<file path="config.mk">
export PLATFORM = sky130hd
export DESIGN_NAME = rti_timer
export DESIGN_NICKNAME = d
export VERILOG_FILES = /design/src/rtl/rti_pkg.sv /design/src/rtl/rti_divider.sv /design/src/rtl/rti_regs.sv /design/src/rtl/rti_irq.sv /design/src/rtl/rti_timer.sv
export SDC_FILE = /design/constraint.sdc
export NUM_CORES = 1
export LEC_CHECK = 0
export CAP_MARGIN = 20
export CORE_MARGIN = 4
export CORE_UTILIZATION = 56
export CTS_BUF_LIST = sky130_fd_sc_hd__clkbuf_4 sky130_fd_sc_hd__clkbuf_8
export DETAILED_ROUTE_END_ITERATION = 10
export PLACE_DENSITY = 0.93
export REMOVE_ABC_BUFFERS = 1
export SLEW_MARGIN = 10
export SYNTH_ARGS = -nofsm -noshare
export SYNTH_HDL_FRONTEND = slang
export SYNTH_SLANG_ARGS = --single-unit
</file>
<file path="constraint.sdc">
create_clock -name clk -period 2.9 [get_ports clk]
set_clock_uncertainty 0.05 [all_clocks]
set_input_delay 0.435 -clock clk [delete_from_list [all_inputs] [get_ports clk]]
set_output_delay 0.435 -clock clk [all_outputs]
set_load 0.005 [all_outputs]
</file>
<file path="src/rtl/rti_pkg.sv">
// Shared constants for the real-time interrupt timer.
// Assumes an 8-bit register port with the flags in bits 7:4.
package rti_pkg;
    localparam int REG_W      = 8;
    localparam int NUM_SRC    = 4;
    localparam int SRC_LSB    = 4;
    localparam int BIT_PAEDGE = 0;   // index inside the source vector
    localparam int BIT_PAOVF  = 1;
    localparam int BIT_RTI    = 2;
    localparam int BIT_OVF    = 3;
    localparam logic [REG_W-1:0] MASK_KEEP = 8'hF3;
    localparam logic SEL_MASK = 1'b0;
    localparam logic SEL_FLAG = 1'b1;
endpackage

</file>
<file path="src/rtl/rti_divider.sv">
// Free-running divider and timeout decode.
// Assumes BASE_SHIFT >= 1. The counter width covers the longest period,
// so every shorter period divides the wrap and the grid never drifts.
module rti_divider #(
    parameter int BASE_SHIFT = 13,
    parameter int SEL_W      = 2
) (
    input  logic             clk,
    input  logic             rst_n,
    input  logic [SEL_W-1:0] rate_sel,
    output logic             tick
);
    localparam int NUM_RATES = 1 << SEL_W;
    localparam int CNT_W     = BASE_SHIFT + NUM_RATES - 1;

    logic [CNT_W-1:0]     cnt_q;
    logic [NUM_RATES-1:0] hit;

    // Count every clock; only reset restarts the divider.
    always_ff @(posedge clk) begin
        if (!rst_n) cnt_q <= '0;
        else        cnt_q <= cnt_q + 1'b1;
    end

    // A timeout is due when the low bits of the selected width are all ones.
    for (genvar g = 0; g < NUM_RATES; g++) begin : g_rate
        assign hit[g] = &cnt_q[BASE_SHIFT+g-1:0];
    end

    // Pick the decode of the active rate.
    assign tick = hit[rate_sel];
endmodule

</file>
<file path="src/rtl/rti_regs.sv">
// Enable and flag registers with the read mux.
// Assumes flag sources arrive as single-cycle set strobes. A set beats a
// write-one clear on the same edge.
module rti_regs
    import rti_pkg::*;
(
    input  logic               clk,
    input  logic               rst_n,
    input  logic               reg_sel,
    input  logic               reg_wr,
    input  logic [REG_W-1:0]   reg_wdata,
    input  logic [NUM_SRC-1:0] src_set,
    output logic [REG_W-1:0]   mask_q,
    output logic [REG_W-1:0]   flag_view,
    output logic [REG_W-1:0]   reg_rdata
);
    logic               mask_we;
    logic               flag_we;
    logic [NUM_SRC-1:0] flag_q;
    logic [NUM_SRC-1:0] clr_req;

    assign mask_we = reg_wr && (reg_sel == SEL_MASK);
    assign flag_we = reg_wr && (reg_sel == SEL_FLAG);

    // Store the enable register; the unimplemented bits are forced to 0.
    always_ff @(posedge clk) begin
        if (!rst_n)       mask_q <= '0;
        else if (mask_we) mask_q <= reg_wdata & MASK_KEEP;
    end

    // One sticky flag per source.
    for (genvar i = 0; i < NUM_SRC; i++) begin : g_flag
        assign clr_req[i] = flag_we && reg_wdata[SRC_LSB+i];

        // Set wins over clear; otherwise hold.
        always_ff @(posedge clk) begin
            if (!rst_n)          flag_q[i] <= 1'b0;
            else if (src_set[i]) flag_q[i] <= 1'b1;
            else if (clr_req[i]) flag_q[i] <= 1'b0;
        end
    end

    assign flag_view = {flag_q, {SRC_LSB{1'b0}}};

    // Return the selected register.
    always_comb begin
        reg_rdata = (reg_sel == SEL_FLAG) ? flag_view : mask_q;
    end
endmodule

</file>
<file path="src/rtl/rti_irq.sv">
// Registered interrupt combine.
// Assumes the flag and enable vectors are bit-aligned.
module rti_irq #(
    parameter int N = 4
) (
    input  logic         clk,
    input  logic         rst_n,
    input  logic [N-1:0] flags,
    input  logic [N-1:0] enables,
    output logic         irq
);
    // Register the OR of the enabled flags.
    always_ff @(posedge clk) begin
        if (!rst_n) irq <= 1'b0;
        else        irq <= |(flags & enables);
    end
endmodule

</file>
<file path="src/rtl/rti_timer.sv">
// Periodic real-time interrupt timer top.
// Assumes a synchronous active-low reset and single-cycle register access.
module rti_timer
    import rti_pkg::*;
#(
    parameter int BASE_SHIFT = 13
) (
    input  logic             clk,
    input  logic             rst_n,
    input  logic             reg_sel,
    input  logic             reg_wr,
    input  logic [REG_W-1:0] reg_wdata,
    output logic [REG_W-1:0] reg_rdata,
    input  logic [1:0]       rate_sel,
    input  logic             ovf_set,
    input  logic             pa_ovf_set,
    input  logic             pa_edge_set,
    output logic             irq
);
    logic               rt_tick;
    logic [NUM_SRC-1:0] src_set;
    logic [REG_W-1:0]   mask_q;
    logic [REG_W-1:0]   flag_view;

    rti_divider #(.BASE_SHIFT(BASE_SHIFT), .SEL_W(2)) u_div (
        .clk      (clk),
        .rst_n    (rst_n),
        .rate_sel (rate_sel),
        .tick     (rt_tick)
    );

    // Gather the set strobes in flag-bit order.
    always_comb begin
        src_set             = '0;
        src_set[BIT_OVF]    = ovf_set;
        src_set[BIT_RTI]    = rt_tick;
        src_set[BIT_PAOVF]  = pa_ovf_set;
        src_set[BIT_PAEDGE] = pa_edge_set;
    end

    rti_regs u_regs (
        .clk       (clk),
        .rst_n     (rst_n),
        .reg_sel   (reg_sel),
        .reg_wr    (reg_wr),
        .reg_wdata (reg_wdata),
        .src_set   (src_set),
        .mask_q    (mask_q),
        .flag_view (flag_view),
        .reg_rdata (reg_rdata)
    );

    rti_irq #(.N(NUM_SRC)) u_irq (
        .clk     (clk),
        .rst_n   (rst_n),
        .flags   (flag_view[REG_W-1:SRC_LSB]),
        .enables (mask_q[REG_W-1:SRC_LSB]),
        .irq     (irq)
    );
endmodule

</file>
* Word level (Yosys, flattened, before mapping) *
Cells that the tools add are included.

storage, ports and cells
  output and inout port bits = 9
  flip-flop bits (word level) = 27
  word-level logic and storage cells = 37
  bits of input ports = 17

operators by class
  reductions and logical operators = 15
  bitwise gates (word level) = 2
  order comparisons = 1
  add/sub/neg operators = 1
  mux-type cells = 11

operators with widths
  operator                                                                       number
  16-bit by 1-bit adder with 16-bit output (second input constant)               1
  16-bit AND reduction                                                           1
  15-bit AND reduction                                                           1
  14-bit AND reduction                                                           1
  13-bit AND reduction                                                           1
  1-bit two-way mux                                                              9
  8-bit two-way mux                                                              1
  2-bit nonzero test                                                             4
  1-bit logical AND                                                              6
  4-bit AND                                                                      1
  4-bit OR reduction                                                             1
  2-bit by 3-bit less-than comparator with 1-bit output (second input constant)  1
  1-bit binary-select mux with 2-bit select                                      1
  1-bit inverter                                                                 1

* Longest topological paths before layout *
  depth after elaboration = 4
  gate-level depth with buffers = 5
  mapped depth without buffers = 5

* By module *
Synthesis repeated with hierarchy kept, for this count alone.

second synthesis, totals
  cell total of the unflattened synthesis = 151
  area, all modules = 1351.3 µm²

by module, submodules not included
  module       instances  area an instance (µm²)  cells an instance  sequential area each (µm²)
  rti_divider  1          765.7                   87                 320.3
  rti_regs     1          543.0                   60                 200.2
  rti_irq      1          42.5                    4                  20.0

* Worst setup path after synthesis *
OpenSTA, ideal clock, no wires.

  path kind = input to output
  from = in reg_sel
  to = out reg_rdata[4]
  required time = 2.415 ns
  arrival time = 1.088 ns
  cell stages on the path = 2
  setup slack = 1.327 ns
  cell sequence = clkbuf_1 > mux2_2

on the way
  longest elaborated chain between the ends = 1

RTL lines
  what               line             source
  from (decl)        rti_timer.sv:10  input logic reg_sel,
  8-bit two-way mux  rti_regs.sv:47   reg_rdata = (reg_sel == SEL_FLAG) ? flag_view : mask_q;
  to (decl)          rti_timer.sv:13  output logic [REG_W-1:0] reg_rdata,

No other way between the ends.

* Worst setup path in the final report *
Same ends and word-level chain as after synthesis.

==> flow_summary.json <==
{
  "run_status": "finished clean",
  "worst-setup-path-type": "input port to primary output",
  "die_h_um": 55.6,
  "grt_antenna_before_repair": 0,
  "synthFlopType": "dfxtp_1",
  "first_pass_iters": 4,
  "nets": 169,
  "worstSetupEndpointType": "primary output",
  "path_clk_slew_ns": 0.14,
  "grt_pass1_vias": 912,
  "ioPinCount": 26,
  "cts_resized": 0,
  "cp_num_buf_inv": 2,
  "row_count": 16,
  "postCtsSetupBuffers": 0,
  "die_w_um": 55.6,
  "r2r_slack_ns": 1.24,
  "wirelength_mm": 2.39,
  "wl_per_cell_um": 13.5,
  "peakVddDrop_mv": 0.270,
  "fp.coreArea_um2": 2060,
  "finalHoldViolations": 0,
  "fin_tns_setup_ns": 0,
  "crit_required_ns": 2.41,
  "fillCellCount": 149,
  "root_buffer": "clkbuf_4",
  "tightest_slew_ns": 0.749,
  "start_kind": "input port",
  "fmax_mhz": 402,
  "grt_pass1_wl_mm": 4.19,
  "synth_area_per_cell_um2": 9.78,
  "regArea_um2": 541,
  "layout_commonest_cell": "dfxtp_1",
  "yosys.cell_types.count": 30,
  "grt_overflow_total": 0,
  "portBuffers": 21,
  "slowest_delay_ns": 0.72,
  "synth-seq-area-share_pct": 42.5,
  "vias_per_cell": 5.38,
  "h-tree-depth": 1,
  "grt_max_degree": 18,
  "drive_gt1_share_pct": 10.7,
  "ys_seq_elements": 27,
  "drtIter0Drc": 11,
  "cts_buffers": 3,
  "clk_latency_ns": 0.31,
  "p_leak_nw": 0.609,
  "synthArstFlopShare_pct": 0,
  "synth_edf_count": 0,
  "dieArea_um2": 3100,
  "cts.sinks": 27,
  "met3_length_um": 78,
  "antenna_cells": 0,
  "most-common-layout-cells": "27 x dfxtp_1, 21 x clkdlybuf4s50_1, 13 x nor2b_1",
  "grt.total_usage_pct": 16.9,
  "finalMaxSlewViolations": 0,
  "drc": 0,
  "holdBufCountCts": 0,
  "critPathTopFamily": "buffers and inverters",
  "power_density_nw_per_um2": 414,
  "place.gp.congestion": 0.746,
  "cap_violations": 0,
  "cts_buffer_depth": 2,
  "top_layer_used": "met4",
  "wl_met2_mm": 1.24,
  "fin_crit_sh_pct": 85.8,
  "hold_path_class": "register to register",
  "final_cells": 177,
  "rsz0062_at_grt": "false",
  "crit_slowest_cell": "clkdlybuf4s50_1",
  "start_util_pct": 61.7,
  "finalCriticalPeriod_ns": 2.49,
  "worst_path_most_repeated_cell": "clkdlybuf4s50_1",
  "yosysWarnings": 0,
  "synthCells": 130,
  "relSlewSlack_pct": 50.0,
  "detail-route-antenna-nets": 0,
  "placed_cells": 173,
  "setup-violations-final": 0,
  "cts_tree": "done",
  "arrival_ns": 2.00,
  "met1Wirelength_mm": 1.03,
  "syn-cell-area_um2": 1270,
  "syn2layout_area_growth_pct": 19.7,
  "multiInputGateArea_um2": 684,
  "crit_chain": "clkdlybuf4s50_1, mux2_2, clkdlybuf4s50_1",
  "vias": 952,
  "dpl.hpwl_mm": 1.86,
  "cp_max_fo": 11
}
cell type report:
class | instances | area share, %
inverters | 4 | 0.987
repair buffers | 22 | 14.3
well taps | 27 | 2.22
flip-flops and latches | 27 | 35.5
clock buffers | 4 | 1.97
multi-input cells | 93 | 45.0
cells in the mapped netlist, types with 2 or more instances:
cell	n	area share, %
dfxtp_1	27	43
nor2b_1	13	6.4
and2_1	12	5.9
nand3_1	8	3.1
xor2_1	8	5.5
mux2i_1	6	4.7
o21ai_0	5	2.0
a21oi_1	4	1.6
clkbuf_1	4	1.2
inv_1	4	1.2
mux2_2	4	3.5
nor3_1	4	1.6
nand2_1	3	0.89
or3_1	3	1.5
xnor2_1	3	2.1
a21boi_0	2	1.2
a21boi_1	2	1.2
a22oi_1	2	1.2
buf_4	2	1.2
nand4_2	2	2.0
nor2_1	2	0.59
nor4_2	2	2.0
registers in the layout (all words and copies together), names as in the netlist:
register and flops:
u_div.cnt_q 16, u_regs.mask_q 6, u_regs.flag_view 4, u_irq.irq 1
logic make-up (layout without fill, tap and decap cells):
logic type / count (synthesis) / in the layout / synth area share (%)
flops: 27 / 27 / 42.5
compound gates: 16 / 16 / 7.87
buf+inv: 11 / 30 / 3.94
other cells: 1 / 2 / 0.295
fa+ha+maj: 1 / 1 / 0.984
simple gates: 53 / 53 / 28.5
mux: 10 / 10 / 8.27
xor+xnor: 11 / 11 / 7.58
per-layer routing:
metal  vias up  track usage (%)
met2        22             29.2
met5         -                0
li1        481                -
met3         4             2.32
met4         0             7.29
met1       445             20.7
path summary, 6_finish.rpt:
kind,startpoint,to,cells after the start
max reg2reg,u_div.cnt_q[0]$_SDFF_PN0_,u_div.cnt_q[14]$_SDFF_PN0_,5
min,u_div.cnt_q[0]$_SDFF_PN0_,u_div.cnt_q[0]$_SDFF_PN0_,1
max,reg_sel,reg_rdata[4],3
min reg2reg,u_div.cnt_q[0]$_SDFF_PN0_,u_div.cnt_q[0]$_SDFF_PN0_,1
where the power goes:
group	leakage, nW	switching, mW	internal [mW]	total (mW)
clock	0.0184	0.105	0.0631	0.168
combinational	0.371	0.0260	0.0434	0.0693
sequential	0.220	0.00992	0.382	0.392
per-stage QoR:
step	instance area (µm²)	hold slack (ns)	util (%)	total power [mW]	setup WS (ns)
floorplan	1240	0.397	-	0.424	1.49
global placement	1490	0.410	72.3	0.464	0.455
detailed placement	1490	0.432	72.3	0.470	0.408
CTS	1520	0.467	73.8	0.633	0.408
global route	1520	0.487	73.8	0.659	0.359
finish	1520	0.460	73.8	0.629	0.412
Power figures use the tool's default switching activity.
